File: config.mk
export PLATFORM = sky130hd
export DESIGN_NAME = page_perm_eval
export DESIGN_NICKNAME = d
export VERILOG_FILES = /design/src/rtl/ppe_pkg.sv /design/src/rtl/ppe_nxg_mask.sv /design/src/rtl/ppe_pp_mask.sv /design/src/rtl/ppe_class_key_mask.sv /design/src/rtl/page_perm_eval.sv
export SDC_FILE = /design/constraint.sdc
export NUM_CORES = 1
export LEC_CHECK = 0
export ABC_AREA = 1
export CAP_MARGIN = 10
export CORE_MARGIN = 10
export CORE_UTILIZATION = 21
export DETAILED_ROUTE_END_ITERATION = 6
export GPL_ROUTABILITY_DRIVEN = 0
export PLACE_DENSITY = 0.79
export SLEW_MARGIN = 5
export SYNTH_ARGS = -nofsm -noshare
export SYNTH_HDL_FRONTEND = slang
export SYNTH_HIERARCHICAL = 1
export SYNTH_SLANG_ARGS = --single-unit
File: constraint.sdc
create_clock -name vclk -period 2.1
set_clock_uncertainty 0.15 [all_clocks]
set_input_delay 0.42 -clock vclk [all_inputs]
set_output_delay 0.42 -clock vclk [all_outputs]
set_load 0.005 [all_outputs]
File: src/rtl/ppe_pkg.sv
package ppe_pkg;

  localparam int PERM_R = 0;
  localparam int PERM_W = 1;
  localparam int PERM_X = 2;

  typedef logic [2:0] perm_t;

  localparam perm_t PERM_ALL  = 3'b111;
  localparam perm_t PERM_RX   = 3'b101;
  localparam perm_t PERM_NONE = 3'b000;

  typedef enum logic [1:0] {
    ACC_LOAD  = 2'd0,
    ACC_STORE = 2'd1,
    ACC_FETCH = 2'd2,
    ACC_SPARE = 2'd3
  } acc_kind_e;

  // Protection code table, indexed by the selected segment key.
  function automatic perm_t pp_lookup(input logic key, input logic [2:0] code);
    perm_t p;
    p = PERM_NONE;
    if (!key) begin
      case (code)
        3'd0, 3'd1, 3'd2: p = PERM_ALL;
        3'd3, 3'd6:       p = PERM_RX;
        default:          p = PERM_NONE;
      endcase
    end else begin
      case (code)
        3'd2:       p = PERM_ALL;
        3'd1, 3'd3: p = PERM_RX;
        default:    p = PERM_NONE;
      endcase
    end
    return p;
  endfunction

  // Right needed by an access kind; the spare code behaves as a load.
  function automatic perm_t need_of(input acc_kind_e k);
    perm_t n;
    case (k)
      ACC_STORE: n = 3'b010;
      ACC_FETCH: n = 3'b100;
      default:   n = 3'b001;
    endcase
    return n;
  endfunction

endpackage

File: src/rtl/ppe_nxg_mask.sv
module ppe_nxg_mask
  import ppe_pkg::*;
(
  input  logic  nx_flag,
  input  logic  guard_flag,
  output perm_t perm_o,
  output logic  exec_block_o
);
  always_comb begin
    exec_block_o = nx_flag | guard_flag;
    perm_o       = PERM_ALL;
    if (exec_block_o) perm_o[PERM_X] = 1'b0;
  end
endmodule

File: src/rtl/ppe_pp_mask.sv
module ppe_pp_mask
  import ppe_pkg::*;
(
  input  logic [2:0] prot_code,
  input  logic       user_mode,
  input  logic       seg_key_user,
  input  logic       seg_key_sup,
  output logic       prot_key_o,
  output perm_t      perm_o
);
  always_comb begin
    prot_key_o = user_mode ? seg_key_user : seg_key_sup;
    perm_o     = pp_lookup(prot_key_o, prot_code);
  end
endmodule

File: src/rtl/ppe_class_key_mask.sv
module ppe_class_key_mask
  import ppe_pkg::*;
#(
  parameter int KEY_W          = 5,
  parameter bit HAS_FETCH_MASK = 1'b1,
  localparam int NUM_KEYS      = 2 ** KEY_W,
  localparam int MASK_W        = 2 * NUM_KEYS,
  localparam int SLOT_W        = KEY_W + 1
)(
  input  logic [KEY_W-1:0]  class_key,
  input  logic              key_en,
  input  logic              fetch_mask_en,
  input  logic [MASK_W-1:0] load_store_mask,
  input  logic [MASK_W-1:0] fetch_mask,
  output perm_t             perm_o,
  output logic [1:0]        ls_field_o,
  output logic              fetch_deny_o
);
  // Field offset 2*(NUM_KEYS-1-k): for a power-of-two key count that is ~k shifted by one.
  logic [SLOT_W-1:0] slot;
  assign slot       = {~class_key, 1'b0};
  assign ls_field_o = load_store_mask[slot +: 2];

  generate
    if (HAS_FETCH_MASK) begin : g_fetch
      logic [1:0] f_field;
      logic       f_field_unused;
      assign f_field        = fetch_mask[slot +: 2];
      assign f_field_unused = f_field[1];
      assign fetch_deny_o   = key_en & fetch_mask_en & f_field[0];
    end else begin : g_nofetch
      logic fetch_unused;
      assign fetch_unused = ^{fetch_mask, fetch_mask_en};
      assign fetch_deny_o = 1'b0;
    end
  endgenerate

  always_comb begin
    perm_o = PERM_ALL;
    if (key_en) begin
      if (ls_field_o[1]) perm_o[PERM_W] = 1'b0;
      if (ls_field_o[0]) perm_o[PERM_R] = 1'b0;
    end
    if (fetch_deny_o) perm_o[PERM_X] = 1'b0;
  end
endmodule

File: src/rtl/page_perm_eval.sv
module page_perm_eval
  import ppe_pkg::*;
#(
  parameter int ENTRY_W        = 64,
  parameter int KEY_W          = 5,
  parameter int KEY_LSB        = 8,
  parameter int NX_BIT         = 2,
  parameter int GD_BIT         = 3,
  parameter int PP0_BIT        = 63,
  parameter bit HAS_FETCH_MASK = 1'b1,
  localparam int MASK_W        = 2 * (2 ** KEY_W)
)(
  input  logic [ENTRY_W-1:0] entry_word,
  input  logic               user_mode,
  input  logic               seg_key_user,
  input  logic               seg_key_sup,
  input  logic               key_en,
  input  logic               fetch_mask_en,
  input  logic [MASK_W-1:0]  load_store_mask,
  input  logic [MASK_W-1:0]  fetch_mask,
  input  logic [1:0]         acc_kind,
  output logic [2:0]         perm_rwx,
  output logic               grant,
  output logic               ifault_nxg,
  output logic               ifault_prot,
  output logic               ifault_key,
  output logic               dfault_prot,
  output logic               dfault_key,
  output logic               dfault_store
);
  // Named internal events, visible to the bound checker.
  perm_t            nxg_perm, pp_perm, key_perm, need;
  logic             exec_block, prot_key, fetch_deny;
  logic [1:0]       ls_field;
  logic [2:0]       prot_code;
  logic [KEY_W-1:0] class_key;
  logic             is_fetch, denied;
  acc_kind_e        kind;
  logic             entry_unused;

  assign prot_code    = {entry_word[PP0_BIT], entry_word[1:0]};
  assign class_key    = entry_word[KEY_LSB +: KEY_W];
  assign entry_unused = ^entry_word;
  assign kind         = acc_kind_e'(acc_kind);

  ppe_nxg_mask u_nxg (
    .nx_flag      (entry_word[NX_BIT]),
    .guard_flag   (entry_word[GD_BIT]),
    .perm_o       (nxg_perm),
    .exec_block_o (exec_block)
  );

  ppe_pp_mask u_pp (
    .prot_code    (prot_code),
    .user_mode    (user_mode),
    .seg_key_user (seg_key_user),
    .seg_key_sup  (seg_key_sup),
    .prot_key_o   (prot_key),
    .perm_o       (pp_perm)
  );

  ppe_class_key_mask #(
    .KEY_W          (KEY_W),
    .HAS_FETCH_MASK (HAS_FETCH_MASK)
  ) u_key (
    .class_key       (class_key),
    .key_en          (key_en),
    .fetch_mask_en   (fetch_mask_en),
    .load_store_mask (load_store_mask),
    .fetch_mask      (fetch_mask),
    .perm_o          (key_perm),
    .ls_field_o      (ls_field),
    .fetch_deny_o    (fetch_deny)
  );

  always_comb begin
    need     = need_of(kind);
    perm_rwx = nxg_perm & pp_perm & key_perm;
    grant    = |(need & perm_rwx);
    denied   = ~grant;
    is_fetch = (kind == ACC_FETCH);

    // Fetch: no-execute/guarded wins over protection code; class key reported alongside.
    ifault_nxg  = denied & is_fetch & ~nxg_perm[PERM_X];
    ifault_prot = denied & is_fetch & nxg_perm[PERM_X] & ~pp_perm[PERM_X];
    ifault_key  = denied & is_fetch & ~key_perm[PERM_X];

    dfault_prot  = denied & ~is_fetch & |(need & ~pp_perm);
    dfault_key   = denied & ~is_fetch & |(need & ~key_perm);
    dfault_store = denied & (kind == ACC_STORE);
  end
endmodule

; ---- Yosys cells after proc, flatten, opt, wreduce, memory -nomap -nowiden
; Cells that the tools add are included.
[op_classes]
shifts = 2
n_mux = 10
n_eq_ne = 6
reduce_logical = 7
bitwise_logic = 23
[ops]
columns = cell, count
row1 = 64-bit by 7-bit indexed part select with 1-bit output, 1
row2 = 64-bit by 7-bit indexed part select with 2-bit output, 1
row3 = 3-bit case mux with 2 select lines, 3
row4 = 3-bit AND, 5
row5 = 3-bit OR reduction, 4
row6 = 1-bit AND, 11
row7 = 3-bit by 2-bit == test with 1-bit output (second input constant), 2
row8 = 3-bit inverter, 2
row9 = 1-bit two-way mux, 5
row10 = 5-bit inverter, 1
row11 = 2-bit OR reduction, 2
row12 = 3-bit by 1-bit == test with 1-bit output (second input constant), 1
row13 = 3-bit == test (second input constant), 1
row14 = 3-bit logical NOT, 1
row15 = 3-bit two-way mux, 1
row16 = 1-bit inverter, 3
row17 = 2-bit by 1-bit == test with 1-bit output (second input constant), 1
row18 = 2-bit == test (second input constant), 1
row19 = 2-bit two-way mux, 1
row20 = 1-bit OR, 1
[word_totals]
output_inout_bits = 10
ff_bits = 0
inputBits = 199

; ---- Depth between registers and ports, before layout
[depth]
depth_word = 12
mapped_depth = 15
mapped_depth_nobuf = 13

; ---- By module
; Netlist, hierarchy kept.
[by_module_without_submodules]
columns = mod, area_each_um2, instances, cells_each
row1 = ppe_class_key_mask, 1012.2, 1, 230
row2 = page_perm_eval, 186.4, 1, 31
row3 = ppe_pp_mask, 96.3, 1, 23
row4 = ppe_nxg_mask, 33.8, 1, 7

; ---- Least setup slack after synthesis
; OpenSTA, ideal clock, no wires.
[synth_path]
kind = input-to-output
startpoint = input entry_word[9]
endpoint = output dfault_key
required_time_ps = 1530
path_slack_ps = -188
path_buffers = 2
cell_stages = 14
t_arrival_ps = 1718
cell_sequence = buf_2 > inv_1 > buf_2 > nand3_1 > nand3_1 > nand2_1 > nand2_1 > nand3_1 > nand3_1 > nand2_1 > nor2_2 > nand2_2 > nand4_1 > nor2_1
[synth_via]
elab_chain_cells = 10
elab_cells_between_ends = 17
cone_classes = shift: 2 / mux: 4 / bitwise: 9 / reduce/logical: 2
[synth_rtl]
columns = item, line_no
row1 = from (decl), page_perm_eval.sv:13  ; input logic [ENTRY_W-1:0] entry_word,
row2 = 5-bit inverter, ppe_class_key_mask.sv:21  ; assign slot = {~class_key, 1'b0};
row3 = 64-bit by 7-bit indexed part select with 1-bit output, ppe_class_key_mask.sv:28  ; assign f_field = fetch_mask[slot +: 2];
row4 = 1-bit AND, ppe_class_key_mask.sv:30  ; assign fetch_deny_o = key_en & fetch_mask_en & f_field[0];
row5 = 1-bit two-way mux, ppe_class_key_mask.sv:44  ; if (fetch_deny_o) perm_o[PERM_X] = 1'b0;
row6 = via key_perm[2], page_perm_eval.sv:32  ; perm_t nxg_perm, pp_perm, key_perm, need;
row7 = 3-bit AND, page_perm_eval.sv:78  ; perm_rwx = nxg_perm & pp_perm & key_perm;
row8 = via perm_rwx[2], page_perm_eval.sv:22  ; output logic [2:0] perm_rwx,
row9 = 3-bit AND, page_perm_eval.sv:79  ; grant = |(need & perm_rwx);
row10 = 3-bit OR reduction, page_perm_eval.sv:79
row11 = 1-bit inverter, page_perm_eval.sv:80  ; denied = ~grant;
row12 = 1-bit AND (2 in series), page_perm_eval.sv:89  ; dfault_key = denied & ~is_fetch & |(need & ~key_perm);
row13 = to (decl), page_perm_eval.sv:28  ; output logic dfault_key,
; The timed path passes the listed nets, and every way through them passes these cells.

; ---- Final worst setup path
[layout_path]
startpoint = input entry_word[8]
endpoint = output dfault_key
[layout_via]
elab_chain_cells = 10
elab_cells_between_ends = 17
cone_classes = shift: 2 / mux: 4 / bitwise: 9 / reduce/logical: 2
[layout_rtl]
columns = item, line_no
row1 = 5-bit inverter (*), ppe_class_key_mask.sv:21
row2 = 64-bit by 7-bit indexed part select with 2-bit output (*), ppe_class_key_mask.sv:22  ; assign ls_field_o = load_store_mask[slot +: 2];
row3 = 1-bit two-way mux (*), ppe_class_key_mask.sv:42  ; if (ls_field_o[0]) perm_o[PERM_R] = 1'b0;
row4 = 2-bit two-way mux (*), ppe_class_key_mask.sv:40  ; if (key_en) begin
row5 = via key_perm[0], page_perm_eval.sv:32
row6 = 3-bit AND, page_perm_eval.sv:78
row7 = 3-bit AND, page_perm_eval.sv:79
row8 = 3-bit OR reduction, page_perm_eval.sv:79
row9 = 1-bit inverter, page_perm_eval.sv:80
row10 = 1-bit AND, page_perm_eval.sv:89
row11 = 1-bit AND (*), page_perm_eval.sv:89
; The timed path passes the listed nets; every way through them passes the cells marked *.

==> results.md <==
* Status: finished with violations
* Failing checks: negative setup slack
* WL final at roughly 8.4 mm
* Hold crit path type: primary input to output pin
* Row Count at 28
* Initial antenna violation count at 0
* Tot GR Track Use at 0.1586
* Setup Crit Path Kind: primary input to output pin
* Post-route ant nets at 0
* DP Worst Slack at -1.188 ns
* Worst Setup Slack, final at -0.5697 ns
* Vias in the first global route at 2631
* HP Start: entry_word[2]
* Drt drc at 0
* CP Launch Type: primary input
* Setup TNS at -4.234 ns
* Largest net degree at the start of global routing at 25
* RSZ-0062 raised after global routing: yes
* Core area at about 6000 sq um
* Layout clock buffer count at 0
* Register Area at 0 sq um
* Final setup fails at 10
* DR vias/cell at 4.898
* N_diodes at 0
* Post-place instance area at between 2000 and 3000 sq um
* Fin. Hold Viols at 0
* Max Fclk at roughly 0.37 GHz
* Critical path arrival at between 2 and 2.5 ns
* Cells after Synth at around 280
* Worst IR Drop VDD at a little over 90 uV
* Pwr/cell area at 194.0 nW/um^2
* Die Wd at roughly 98 um
* Mean Syn Cell Area at approximately 4.6 sq um
* Final Cycle Share at 1.271
* Crit path time final at around 2.7 ns
* Global-route wire length before repair at roughly 13 mm
* Layout cells sized above 1 at 0.2881
* IO Count at roughly 210
* Placed Cells at between 400 and 500
* Element type at the critical path end: output pin
* Total power at 613.2 uW
* Number of port buffers at 123
* Via count at around 2500
* Max-Cap Viols at 0
* Syn Std Cell Area at ~1300 sq um
* Flip-flop and latch count at 0
* Leak at 0.001675 uW
* Initial DRC Count at 120
* Fill count at 622
* Req. time, crit path at between 1.5 and 2 ns
* Yosys warns at 6
* Critical-path maximum fanout at 11
* Multi-input gate area at 1398 sq um
* DR pass1 iterations at 4
* Chip height at 98.49 um
* Final slew viol count at 0
* Final Non-Filler Cells at between 500 and 600
* Final nets at 631
* Layout area overhead at 144.3%
* Worst Setup SP: entry_word[8]
* Drt wl/cell at ~17 um
* Total congestion overflow at 0
* Post-DP HPWL at a little under 6 mm
* Die ar. at approximately 9700 sq um
* Design Area, Final at between 3000 and 4000 sq um
* Starting Density at 0.2172
-- layer usage --
layer  wire [um]  vias up  track usage
met5           0        -            0
met4         192        0      0.04079
met3         843       16      0.05028
met2        3882      123       0.2708
met1        3524     1114       0.1868
li1            -     1206            -
-- layout make-up --
type	instances	area share
repair buffers	158	0.4766
multi-input cells	245	0.4422
well taps	75	0.02969
inverters	19	0.02930
repair inverters	5	0.02217
-- through the flow --
| stage | utilization | hold WS (ns) |
|---|---|---|
| after floorplan | - | 0.8213 |
| after global placement | 0.4490 | 1.758 |
| after detailed placement | 0.4490 | 1.759 |
| after CTS | 0.5050 | 1.416 |
| after global routing | 0.5307 | 1.446 |
| final | 0.5307 | 1.420 |
-- what timing repair did --
item | in CTS | in global routing
endpoints found under the setup margin | 10 | 10
cloned | 8 | 0
gates resized for setup | 215 | 29
pin swaps | 159 | 13
hold buffers | 0 | 0
setup buffers | 15 | 4
-- path summary, 6_finish.rpt --
check	endpoint	cells past startpoint
max	dfault_key	16
min	ifault_nxg	4
-- worst max-delay path, cell delays in order --
cell and delay [ns]:
buf_12 0.11, buf_16 0.16, inv_16 0.08, buf_6 0.10, nand2_1 0.05, nand3_1 0.07, nand3_1 0.08, nand2_1 0.08
nand2_1 0.06, nand3_2 0.08, nand3_4 0.09, nand4_4 0.10, nand4_1 0.19, buf_4 0.20, nor2_2 0.09, buf_2 0.12
-- report_power, final --
part           switching (uW)  internal [uW]  total (uW)
combinational             293            320         613
sequential                  0              0           0
clock                       0              0           0
-- cells in the final DEF (no fill, tap or decap), types with 2 or more instances in the layout --
cell and n:
buf_8 2, buf_16 4, nand3_1 44, conb_1 2
clkdlybuf4s50_1 14, nand4_1 2, nand2_4 3, buf_2 8
inv_16 2, inv_6 3, ha_1 3, inv_2 3
nand2_2 20, nor2_1 8, o22ai_1 2, buf_12 4
nand3_2 35, nand2_1 115, inv_1 14, buf_4 19
and3_1 2, nand4_4 2, dlygate4sd2_1 96, buf_6 10
nor2_2 2, nand3_4 3
No activity file was read; power rests on OpenSTA's default activity.
